[src/rtl/rs_pkg.sv]
package rs_pkg;

    localparam int RS_DATA_W = 64;
    localparam int RS_TAG_W  = 4;
    localparam int RS_OP_W   = 4;
    localparam int RS_ADDR_W = 16;

    typedef logic [RS_DATA_W-1:0] rs_data_t;
    typedef logic [RS_TAG_W-1:0]  rs_tag_t;
    typedef logic [RS_OP_W-1:0]   rs_op_t;
    typedef logic [RS_ADDR_W-1:0] rs_addr_t;

    // Tag value meaning "operand already present / no pending writer"
    localparam rs_tag_t TAG_NONE = '0;

    typedef struct packed {
        rs_op_t   op;
        rs_data_t vj;
        rs_data_t vk;
        rs_tag_t  qj;
        rs_tag_t  qk;
        rs_addr_t addr;
    } rs_slot_t;

    typedef struct packed {
        logic     valid;
        rs_tag_t  tag;
        rs_data_t data;
    } rs_bcast_t;

    typedef struct packed {
        rs_data_t v;
        rs_tag_t  q;
    } rs_opnd_t;

    // True when a pending tag is satisfied by the current broadcast
    function automatic logic tag_hit(rs_bcast_t b, rs_tag_t q);
        return b.valid && (q != TAG_NONE) && (q == b.tag);
    endfunction

    // Rename one source: register value, producer tag, or same-cycle bus value
    function automatic rs_opnd_t resolve_src(rs_tag_t pend, rs_data_t rf_val, rs_bcast_t b);
        rs_opnd_t r;
        if (pend == TAG_NONE) begin
            r.v = rf_val;
            r.q = TAG_NONE;
        end else if (tag_hit(b, pend)) begin
            r.v = b.data;
            r.q = TAG_NONE;
        end else begin
            r.v = '0;
            r.q = pend;
        end
        return r;
    endfunction

endpackage

[src/rtl/rs_pick.sv]
module rs_pick #(
    parameter int N     = 5,
    parameter int IDX_W = (N > 1) ? $clog2(N) : 1
) (
    input  logic [N-1:0]     req,
    output logic [N-1:0]     gnt,
    output logic             any,
    output logic [IDX_W-1:0] idx
);
    // Lowest index wins
    always_comb begin
        gnt = '0;
        any = 1'b0;
        idx = '0;
        for (int i = 0; i < N; i++) begin
            if (req[i] && !any) begin
                gnt[i] = 1'b1;
                idx    = IDX_W'(i);
                any    = 1'b1;
            end
        end
    end
endmodule

[src/rtl/rs_regstat.sv]
module rs_regstat import rs_pkg::*; #(
    parameter int NUM_REGS = 16,
    parameter int REG_W    = (NUM_REGS > 1) ? $clog2(NUM_REGS) : 1
) (
    input  logic             clk,
    input  logic             rst,
    input  logic [REG_W-1:0] rd_j,
    input  logic [REG_W-1:0] rd_k,
    output rs_tag_t          tag_j,
    output rs_tag_t          tag_k,
    input  logic             wr_en,
    input  logic [REG_W-1:0] wr_idx,
    input  rs_tag_t          wr_tag,
    input  logic             bc_valid,
    input  rs_tag_t          bc_tag
);
    rs_tag_t stat_q [NUM_REGS];

    always_ff @(posedge clk) begin
        if (rst) begin
            for (int i = 0; i < NUM_REGS; i++) stat_q[i] <= TAG_NONE;
        end else begin
            for (int i = 0; i < NUM_REGS; i++) begin
                if (wr_en && (wr_idx == REG_W'(i)))
                    stat_q[i] <= wr_tag;
                else if (bc_valid && (stat_q[i] != TAG_NONE) && (stat_q[i] == bc_tag))
                    stat_q[i] <= TAG_NONE;
            end
        end
    end

    // Reads return the state before this cycle's update
    assign tag_j = stat_q[rd_j];
    assign tag_k = stat_q[rd_k];
endmodule

[src/rtl/rs_entry.sv]
module rs_entry import rs_pkg::*; #(
    parameter rs_tag_t MY_TAG = rs_tag_t'(1)
) (
    input  logic      clk,
    input  logic      rst,
    input  logic      load,
    input  rs_slot_t  load_slot,
    input  logic      launch,
    input  rs_bcast_t bcast,
    output logic      busy,
    output logic      ready,
    output rs_slot_t  slot
);
    logic     busy_q;
    logic     launched_q;
    rs_slot_t slot_q;

    always_ff @(posedge clk) begin
        if (rst) begin
            busy_q     <= 1'b0;
            launched_q <= 1'b0;
        end else if (load) begin
            busy_q     <= 1'b1;
            launched_q <= 1'b0;
            slot_q     <= load_slot;
        end else if (busy_q) begin
            if (tag_hit(bcast, slot_q.qj)) begin
                slot_q.vj <= bcast.data;
                slot_q.qj <= TAG_NONE;
            end
            if (tag_hit(bcast, slot_q.qk)) begin
                slot_q.vk <= bcast.data;
                slot_q.qk <= TAG_NONE;
            end
            if (launch) launched_q <= 1'b1;
            if (bcast.valid && (bcast.tag == MY_TAG)) begin
                busy_q     <= 1'b0;
                launched_q <= 1'b0;
            end
        end
    end

    assign busy  = busy_q;
    assign ready = busy_q && !launched_q &&
                   (slot_q.qj == TAG_NONE) && (slot_q.qk == TAG_NONE);
    assign slot  = slot_q;
endmodule

[src/rtl/rs_bank.sv]
module rs_bank import rs_pkg::*; #(
    parameter int NUM_RS   = 5,
    parameter int NUM_REGS = 16,
    parameter int TAG_BASE = 1,
    parameter int REG_W    = (NUM_REGS > 1) ? $clog2(NUM_REGS) : 1
) (
    input  logic                 clk,
    input  logic                 rst,
    input  logic                 iss_valid,
    input  logic [RS_OP_W-1:0]   iss_op,
    input  logic                 iss_dst_en,
    input  logic [REG_W-1:0]     iss_dst_reg,
    input  logic [REG_W-1:0]     iss_src_j_reg,
    input  logic [REG_W-1:0]     iss_src_k_reg,
    input  logic [RS_DATA_W-1:0] iss_src_j_val,
    input  logic [RS_DATA_W-1:0] iss_src_k_val,
    input  logic [RS_ADDR_W-1:0] iss_addr,
    output logic                 iss_ready,
    output logic [RS_TAG_W-1:0]  iss_tag,
    input  logic                 cdb_valid,
    input  logic [RS_TAG_W-1:0]  cdb_tag,
    input  logic [RS_DATA_W-1:0] cdb_data,
    output logic                 disp_valid,
    output logic [RS_TAG_W-1:0]  disp_tag,
    output logic [RS_OP_W-1:0]   disp_op,
    output logic [RS_DATA_W-1:0] disp_vj,
    output logic [RS_DATA_W-1:0] disp_vk,
    output logic [RS_ADDR_W-1:0] disp_addr
);
    localparam int IDX_W = (NUM_RS > 1) ? $clog2(NUM_RS) : 1;

    rs_bcast_t        bcast;
    logic [NUM_RS-1:0] busy_vec;
    logic [NUM_RS-1:0] ready_vec;
    logic [NUM_RS-1:0] alloc_gnt;
    logic [NUM_RS-1:0] sel_gnt;
    logic [IDX_W-1:0]  alloc_idx;
    logic [IDX_W-1:0]  sel_idx;
    logic              alloc_any;
    logic              iss_fire;
    rs_tag_t           pend_j;
    rs_tag_t           pend_k;
    rs_opnd_t          src_j;
    rs_opnd_t          src_k;
    rs_slot_t          new_slot;
    rs_slot_t          slot_arr [NUM_RS];

    assign bcast = '{valid: cdb_valid, tag: cdb_tag, data: cdb_data};

    // Free-station allocation
    rs_pick #(.N(NUM_RS), .IDX_W(IDX_W)) alloc_pick_i (
        .req (~busy_vec),
        .gnt (alloc_gnt),
        .any (alloc_any),
        .idx (alloc_idx)
    );

    assign iss_ready = alloc_any;
    assign iss_tag   = rs_tag_t'(TAG_BASE + int'(alloc_idx));
    assign iss_fire  = iss_valid && alloc_any;

    // Register result-status table
    rs_regstat #(.NUM_REGS(NUM_REGS), .REG_W(REG_W)) regstat_i (
        .clk      (clk),
        .rst      (rst),
        .rd_j     (iss_src_j_reg),
        .rd_k     (iss_src_k_reg),
        .tag_j    (pend_j),
        .tag_k    (pend_k),
        .wr_en    (iss_fire && iss_dst_en),
        .wr_idx   (iss_dst_reg),
        .wr_tag   (iss_tag),
        .bc_valid (cdb_valid),
        .bc_tag   (cdb_tag)
    );

    // Operand renaming with same-cycle bus bypass
    always_comb begin
        src_j         = resolve_src(pend_j, iss_src_j_val, bcast);
        src_k         = resolve_src(pend_k, iss_src_k_val, bcast);
        new_slot.op   = iss_op;
        new_slot.vj   = src_j.v;
        new_slot.qj   = src_j.q;
        new_slot.vk   = src_k.v;
        new_slot.qk   = src_k.q;
        new_slot.addr = iss_addr;
    end

    // Station array
    for (genvar g = 0; g < NUM_RS; g++) begin : g_station
        rs_entry #(.MY_TAG(rs_tag_t'(TAG_BASE + g))) entry_i (
            .clk       (clk),
            .rst       (rst),
            .load      (iss_fire && alloc_gnt[g]),
            .load_slot (new_slot),
            .launch    (sel_gnt[g]),
            .bcast     (bcast),
            .busy      (busy_vec[g]),
            .ready     (ready_vec[g]),
            .slot      (slot_arr[g])
        );
    end

    // Dispatch select
    rs_pick #(.N(NUM_RS), .IDX_W(IDX_W)) sel_pick_i (
        .req (ready_vec),
        .gnt (sel_gnt),
        .any (disp_valid),
        .idx (sel_idx)
    );

    assign disp_tag = rs_tag_t'(TAG_BASE + int'(sel_idx));

    always_comb begin
        disp_op   = '0;
        disp_vj   = '0;
        disp_vk   = '0;
        disp_addr = '0;
        for (int i = 0; i < NUM_RS; i++) begin
            if (sel_gnt[i]) begin
                disp_op   = slot_arr[i].op;
                disp_vj   = slot_arr[i].vj;
                disp_vk   = slot_arr[i].vk;
                disp_addr = slot_arr[i].addr;
            end
        end
    end
endmodule

[config.mk]
export PLATFORM = sky130hd
export DESIGN_NAME = rs_bank
export DESIGN_NICKNAME = d
export VERILOG_FILES = /design/src/rtl/rs_pkg.sv /design/src/rtl/rs_pick.sv /design/src/rtl/rs_regstat.sv /design/src/rtl/rs_entry.sv /design/src/rtl/rs_bank.sv
export SDC_FILE = /design/constraint.sdc
export NUM_CORES = 2
export LEC_CHECK = 0
export BUFFER_PORTS_ARGS = -buffer_cell sky130_fd_sc_hd__clkbuf_2
export CAP_MARGIN = 20
export CORE_MARGIN = 3
export CORE_UTILIZATION = 50
export DETAILED_ROUTE_END_ITERATION = 8
export PLACE_DENSITY_LB_ADDON = 0.12
export SLEW_MARGIN = 10
export SYNTH_ARGS = -nofsm -noshare
export SYNTH_HDL_FRONTEND = slang
export SYNTH_SLANG_ARGS = --single-unit
[constraint.sdc]
create_clock -name clk -period 23.4 [get_ports clk]
set_clock_uncertainty 0.15 [all_clocks]
set_input_delay 4.68 -clock clk [delete_from_list [all_inputs] [get_ports clk]]
set_output_delay 4.68 -clock clk [all_outputs]
set_load 0.05 [all_outputs]
* Yosys cells after proc, flatten, opt, wreduce, memory -nomap -nowiden
Memory sizes are Yosys's and may differ from the RTL's.
Index checks and enable logic that the tools add are counted.
W data, S select, Z words.
** Storage, ports and cells
- RAM bits :: 64
- Flip-flop bits (word level) :: 790
- Bits of input ports :: 233
- Output and inout port bits :: 158
- Memories kept :: 1
** Memories
- regstat_i.stat_q :: words 16, bits a word 4, read ports 18, clocked after Yosys merged registers in 0, wr ports 16, RTL line rs_regstat.sv:17 : rs_tag_t stat_q [NUM_REGS];
** Operators by class
- Bitwise logic cells :: 34
- $add $sub $neg :: 2
- Equal/unequal tests :: 48
- Reduce and logical (&&, ||, !) cells :: 206
- Mux-type cells :: 251
** Operator list (number)
- $mux W136 :: 10
- $mux W64 :: 20
- $mux W68 :: 4
- $mux W4 :: 47
- $mux W1 :: 159
- $eq A4 B4 Y1 :: 28
- $reduce_bool A4 Y1 :: 28
- $logic_and A1 B1 Y1 :: 107
- $mux W16 :: 5
- $logic_not A4 Y1 :: 13
- $reduce_bool A2 Y1 :: 20
- $eq A4 B4 Y1 const B :: 8
- $or A1 B1 Y1 :: 32
- $reduce_and A3 Y1 :: 10
- $eq A4 B3 Y1 const B :: 6
- $reduce_and A2 Y1 :: 10
- $eq A4 B2 Y1 const B :: 4
- $logic_not A1 Y1 :: 13
- $reduce_or A2 Y1 :: 5
- $add A1 B3 Y4 const A :: 2
- $eq A4 B1 Y1 const B :: 2
- $mux W2 :: 4
- $mux W3 :: 2
- $not A5 Y5 :: 1
- $not A1 Y1 :: 1

* Longest topological paths before layout
- Depth in word-level cells :: 22
- Gate-level depth with buffers :: 11
- Depth with buffers taken out :: 9

* Modules after synthesis
A second synthesis with hierarchy kept.
** Unflattened totals
- Cells, all modules :: 4604
- Area total of the unflattened synthesis :: 46592.2 µm²
** By module, submodules not included
- rs_entry at g_station[0].entry_i ... :: seq. area each 4724.5 µm², times used 2, area an instance 6482.5 µm², cells an instance 537
- rs_bank :: seq. area each 0.0 µm², times used 1, area an instance 9111.2 µm², cells an instance 1475
- rs_entry at g_station[2].entry_i :: seq. area each 4724.5 µm², times used 1, area an instance 6520.0 µm², cells an instance 537
- rs_entry at g_station[4].entry_i :: seq. area each 4724.5 µm², times used 1, area an instance 6505.0 µm², cells an instance 537
- rs_entry at g_station[3].entry_i :: seq. area each 4724.5 µm², times used 1, area an instance 6502.5 µm², cells an instance 537
- rs_regstat :: seq. area each 1921.8 µm², times used 1, area an instance 4820.9 µm², cells an instance 418
- rs_pick :: seq. area each 0.0 µm², times used 2, area an instance 83.8 µm², cells an instance 13

* Least setup slack after synthesis
OpenSTA, ideal clock, no wires.
- Kind :: in2reg
- Start :: input cdb_tag[2]
- End :: register g_station[1].entry_i.slot_q, in the netlist g_station[1].entry_i.slot[16] (enable)
- Buffers on the path :: 3
- Stages :: 6
- Setup time :: 0.598 ns
- Path slack :: 11.333 ns
- Data arrival time :: 11.318 ns
- Data required time :: 22.652 ns
- Cell sequence :: clkbuf_1 -> clkbuf_1 -> buf_1 -> xnor2_1 -> nand4_1 -> o32ai_1
** On the way
- Word-level cells in the longest chain between the ends :: 4
** RTL lines
- from (decl) :: RTL line rs_bank.sv:21 : input logic [RS_TAG_W-1:0] cdb_tag,
- $eq A4 B4 Y1 :: RTL line rs_pkg.sv:38 : return b.valid && (q != TAG_NONE) && (q == b.tag);
- $logic_and A1 B1 Y1 :: RTL line rs_pkg.sv:38
- $reduce_bool A2 Y1 (no line)
- $reduce_and A3 Y1 (no line)
- to (signal assigned) :: RTL line rs_entry.sv:25 : slot_q <= load_slot;
- to (decl) :: RTL line rs_entry.sv:16 : rs_slot_t slot_q;
Every way passes these cells.
A chain may end at the register's enable or synchronous reset.

* Final worst setup path
- Start :: register g_station[0].entry_i.busy_q
- End :: output disp_vk[13]
** On the way
- Word-level cells in the longest chain between the ends :: 17
- Elaborated cells on any way between the ends :: 24
- Classes of those cells :: mux (13); reduce/logical (11)
** RTL lines
- from (decl) :: RTL line rs_entry.sv:14 : logic busy_q;
- from (signal assigned) :: RTL line rs_entry.sv:20 : busy_q <= 1'b0;
- from (signal assigned) :: RTL line rs_entry.sv:23 : busy_q <= 1'b1;
- from (signal assigned) :: RTL line rs_entry.sv:37 : busy_q <= 1'b0;
- $logic_and A1 B1 Y1 (*) (2 in a row) :: RTL line rs_entry.sv:44 : assign ready = busy_q && !launched_q &&
- $logic_and A1 B1 Y1 (*) :: RTL line rs_entry.sv:45 : (slot_q.qj == TAG_NONE) && (slot_q.qk == TAG_NONE);
- $mux W1 (*) :: RTL line rs_pick.sv:16 : if (req[i] && !any) begin
- $logic_not A1 Y1 :: RTL line rs_pick.sv:16
- $logic_and A1 B1 Y1 :: RTL line rs_pick.sv:16
- $mux W1 :: RTL line rs_pick.sv:16
- $logic_not A1 Y1 :: RTL line rs_pick.sv:16
- $logic_and A1 B1 Y1 :: RTL line rs_pick.sv:16
- $mux W1 :: RTL line rs_pick.sv:16
- $logic_not A1 Y1 :: RTL line rs_pick.sv:16
- $logic_and A1 B1 Y1 :: RTL line rs_pick.sv:16
- $mux W1 :: RTL line rs_pick.sv:16
- $logic_not A1 Y1 :: RTL line rs_pick.sv:16
- $logic_and A1 B1 Y1 :: RTL line rs_pick.sv:16
- $mux W1 :: RTL line rs_pick.sv:16
- $mux W64 (*) :: RTL line rs_bank.sv:120 : if (sel_gnt[i]) begin
- to (decl) :: RTL line rs_bank.sv:27 : output logic [RS_DATA_W-1:0] disp_vk,
Every way passes the cells marked *; elsewhere a longest branch is shown, timed or not.

==> reports/metrics.yaml <==
routedWlPerCell_microns: 29.67
finalSetupViolCount: 0
ys_types: 55
startpoint: "g_station[0].entry_i.busy"
worstHoldPathCells: 1
clock_path_buffers: 3
rr_worst_depth: 8
max_freq_mhz: 101.9
grt_max_degree: 85
synth_area_per_cell_sq_um: 12.45
crit_arrival_ns: 4.99
clk_pin_slew_ns: 0.06
timing.slew.headroom: 0.2407
cp-start-kind: "flip-flop"
rsz0062_at_grt: "false"
power_density_mw_per_mm2: 73.22
final_common_cell: "edfxtp_1"
htreeDepth: 3
status: "finished clean"
worst_pin_slew_ns: 1.135
fin_crit_sh: 0.4194
hold_viol: 0
hold_buffers: 0
netlist.area_leader.share: 0.6039
numPortBuffers: 388
grt_pass1_wl_mm: 202.9
async_flop_share: 0
cts_tree: "yes"
max_cap_viol_count: 0
first_global_vias: 31300
holdWs_ns: 0.3416
synth_top_cell_by_area: "edfxtp_1"
insertion_delay_ns: 0.65
fillers: 6778
p_leak_nw: 16.83
drc: 0
antenna_found_initial: 21
start_util: 0.5079
crit_fanout: 79
path_class: "flip-flop to output port"
worstReg2RegStart: "regstat_i.stat_q[6][1]"
core_area_sq_mm: 0.08264
dr.pass1.iters: 6
via_count: 31710
syn_inst: 3372
avgViaCountPerCell: 6.716
ys_seq_area_frac: 0.6087
dp_worst_setup_slack_ns: 14.32
num_rows: 105
synth_edf_count: 844
min_period_ns: 9.815
dieArea_sq_mm: 0.08744
place_hpwl_mm: 79.78
postCtsSetupRepairBufs: 0
fin_ws_ns: 13.58
num_io_pins: 391
wirelength_mm: 140.1
synth-main-ff-cell: "edfxtp_1"
vdd_drop_max_mv: 0.05188
drt_iter0_drc: 3636
final_max_slew_viol_count: 0
hold_path_class: "flip-flop to flip-flop"
worstHoldStart: "g_station[3].entry_i.launched_q"
cts_sinks: 854
tns_ns: 0
grt-ovfl-total: 0
synth_area_sq_mm: 0.04197
fin_nets: 3796
yosys_warnings: 0
cts_buffers: 92
netlist_top_cells_area: "edfxtp_1 (60%), a22o_1 (6.7%), o2bb2ai_1 (6.7%)"
die_y_microns: 295.7
drive_gt1_frac: 0.1801
ctsRootBufferMaster: "clkbuf_16"
required_ns: 18.57
fp.dieW_microns: 295.7
ctsResizeCount: 0
grt.total_usage: 0.3127
layout_common_cells: "edfxtp_1 (844), nand2_1 (532), clkbuf_2 (388)"
end_kind: "output port"
gp_congestion: 0.8938
syn_to_final_growth_pct: 11.89
ant_nets: 0
ys_seq_elements: 854
==> cell usage after synthesis, types with 3 or more instances <==
cell type	instances
nor2_1	118
a211oi_1	6
o31ai_1	4
buf_12	32
clkbuf_1	222
o2bb2ai_1	319
mux4_2	21
a22o_1	320
buf_1	81
a221oi_1	144
nor4b_1	6
or2_2	5
nand2b_1	5
mux2i_1	9
edfxtp_1	844
nand2_1	533
mux2_2	6
nand2_8	5
mux4_1	13
xnor2_1	70
o21ai_0	17
nor2b_1	11
xor2_1	16
a21oi_1	190
and3_1	9
o21ai_4	5
nor4_1	6
o32ai_1	8
inv_1	4
nand4_1	25
o21a_1	3
nand3_1	157
nor3_1	83
buf_6	25
dfxtp_1	10
buf_2	11
and2_1	3
==> metrics by stage <==
stage	power, mW	util	instances	instance area [sq um]
after floorplan	1.954	-	3389	42030
after global placement	2.034	0.5315	4533	43920
after detailed placement	2.045	0.5324	4537	43990
after CTS	3.446	0.5676	4706	46900
after global routing	3.529	0.5680	4713	46940
final	3.438	0.5682	4721	46960
==> flip-flops by register name, indices dropped and copies added (netlist names) <==
signal,cells
g_station.entry_i.busy,5
g_station.entry_i.launched_q,5
g_station.entry_i.slot,780
regstat_i.stat_q,64
==> report_power, final <==
| part | leakage, nW | internal, mW | total [mW] | switching (mW) |
|---|---|---|---|---|
| Clock | 1.43 | 0.814 | 1.42 | 0.606 |
| Combinational | 7.54 | 0.102 | 0.281 | 0.179 |
| Sequential | 7.85 | 1.72 | 1.74 | 0.0158 |
| Total | 16.8 | 2.64 | 3.44 | 0.801 |
==> final timing paths <==
path / endpoint / slack [ns]
setup reg to reg: g_station[3].entry_i.slot[34] / 18.82
hold reg to reg: g_station[3].entry_i.launched_q / 0.34
setup / recovery: disp_vk[13] / 13.58
hold / removal: g_station[3].entry_i.launched_q / 0.34
==> area by class of cell <==
cell class / instances / area [sq um] / share of cell area
Antenna cell: 14 / 35.03 / 0.0007461
Sequential cell: 854 / 25540 / 0.5440
Multi-Input combinational cell: 2156 / 14630 / 0.3116
Inverter: 6 / 22.52 / 0.0004796
Clock buffer: 121 / 2526 / 0.05380
Clock inverter: 48 / 379.1 / 0.008074
Tap cell: 1070 / 1339 / 0.02851
Timing Repair Buffer: 452 / 2480 / 0.05281
==> routing by layer <==
metal	global-route usage	up-vias	share of wire
met5	0	-	0.00082
met2	0.5128	1915	0.48
met3	0.06336	369	0.11
met4	0.1365	16	0.040
li1	-	13610	-
met1	0.4057	15790	0.38
==> critical path, cell delays in order, from the launching register on <==
cell and delay, ns:
dfxtp_1 0.50, nor4b_1 0.38, and3_4 0.87, buf_4 0.90
buf_4 0.75, a21oi_1 0.09, a221oi_1 0.37, nand2_1 0.10
clkbuf_2 0.25
==> cells by family after synthesis <==
family	count (synthesis)	share of synthesized area
AO/OA/AOI/OAI	1027	0.1963
AND/OR/NAND/NOR	973	0.1016
flip-flops	854	0.6087
buffers and inverters	379	0.05128
XOR/XNOR	86	0.01795
multiplexers	51	0.02382
adder cells (fa/ha/maj)	1	0.0002981
other	1	0.00008936
Power figures use the tool's default switching activity.
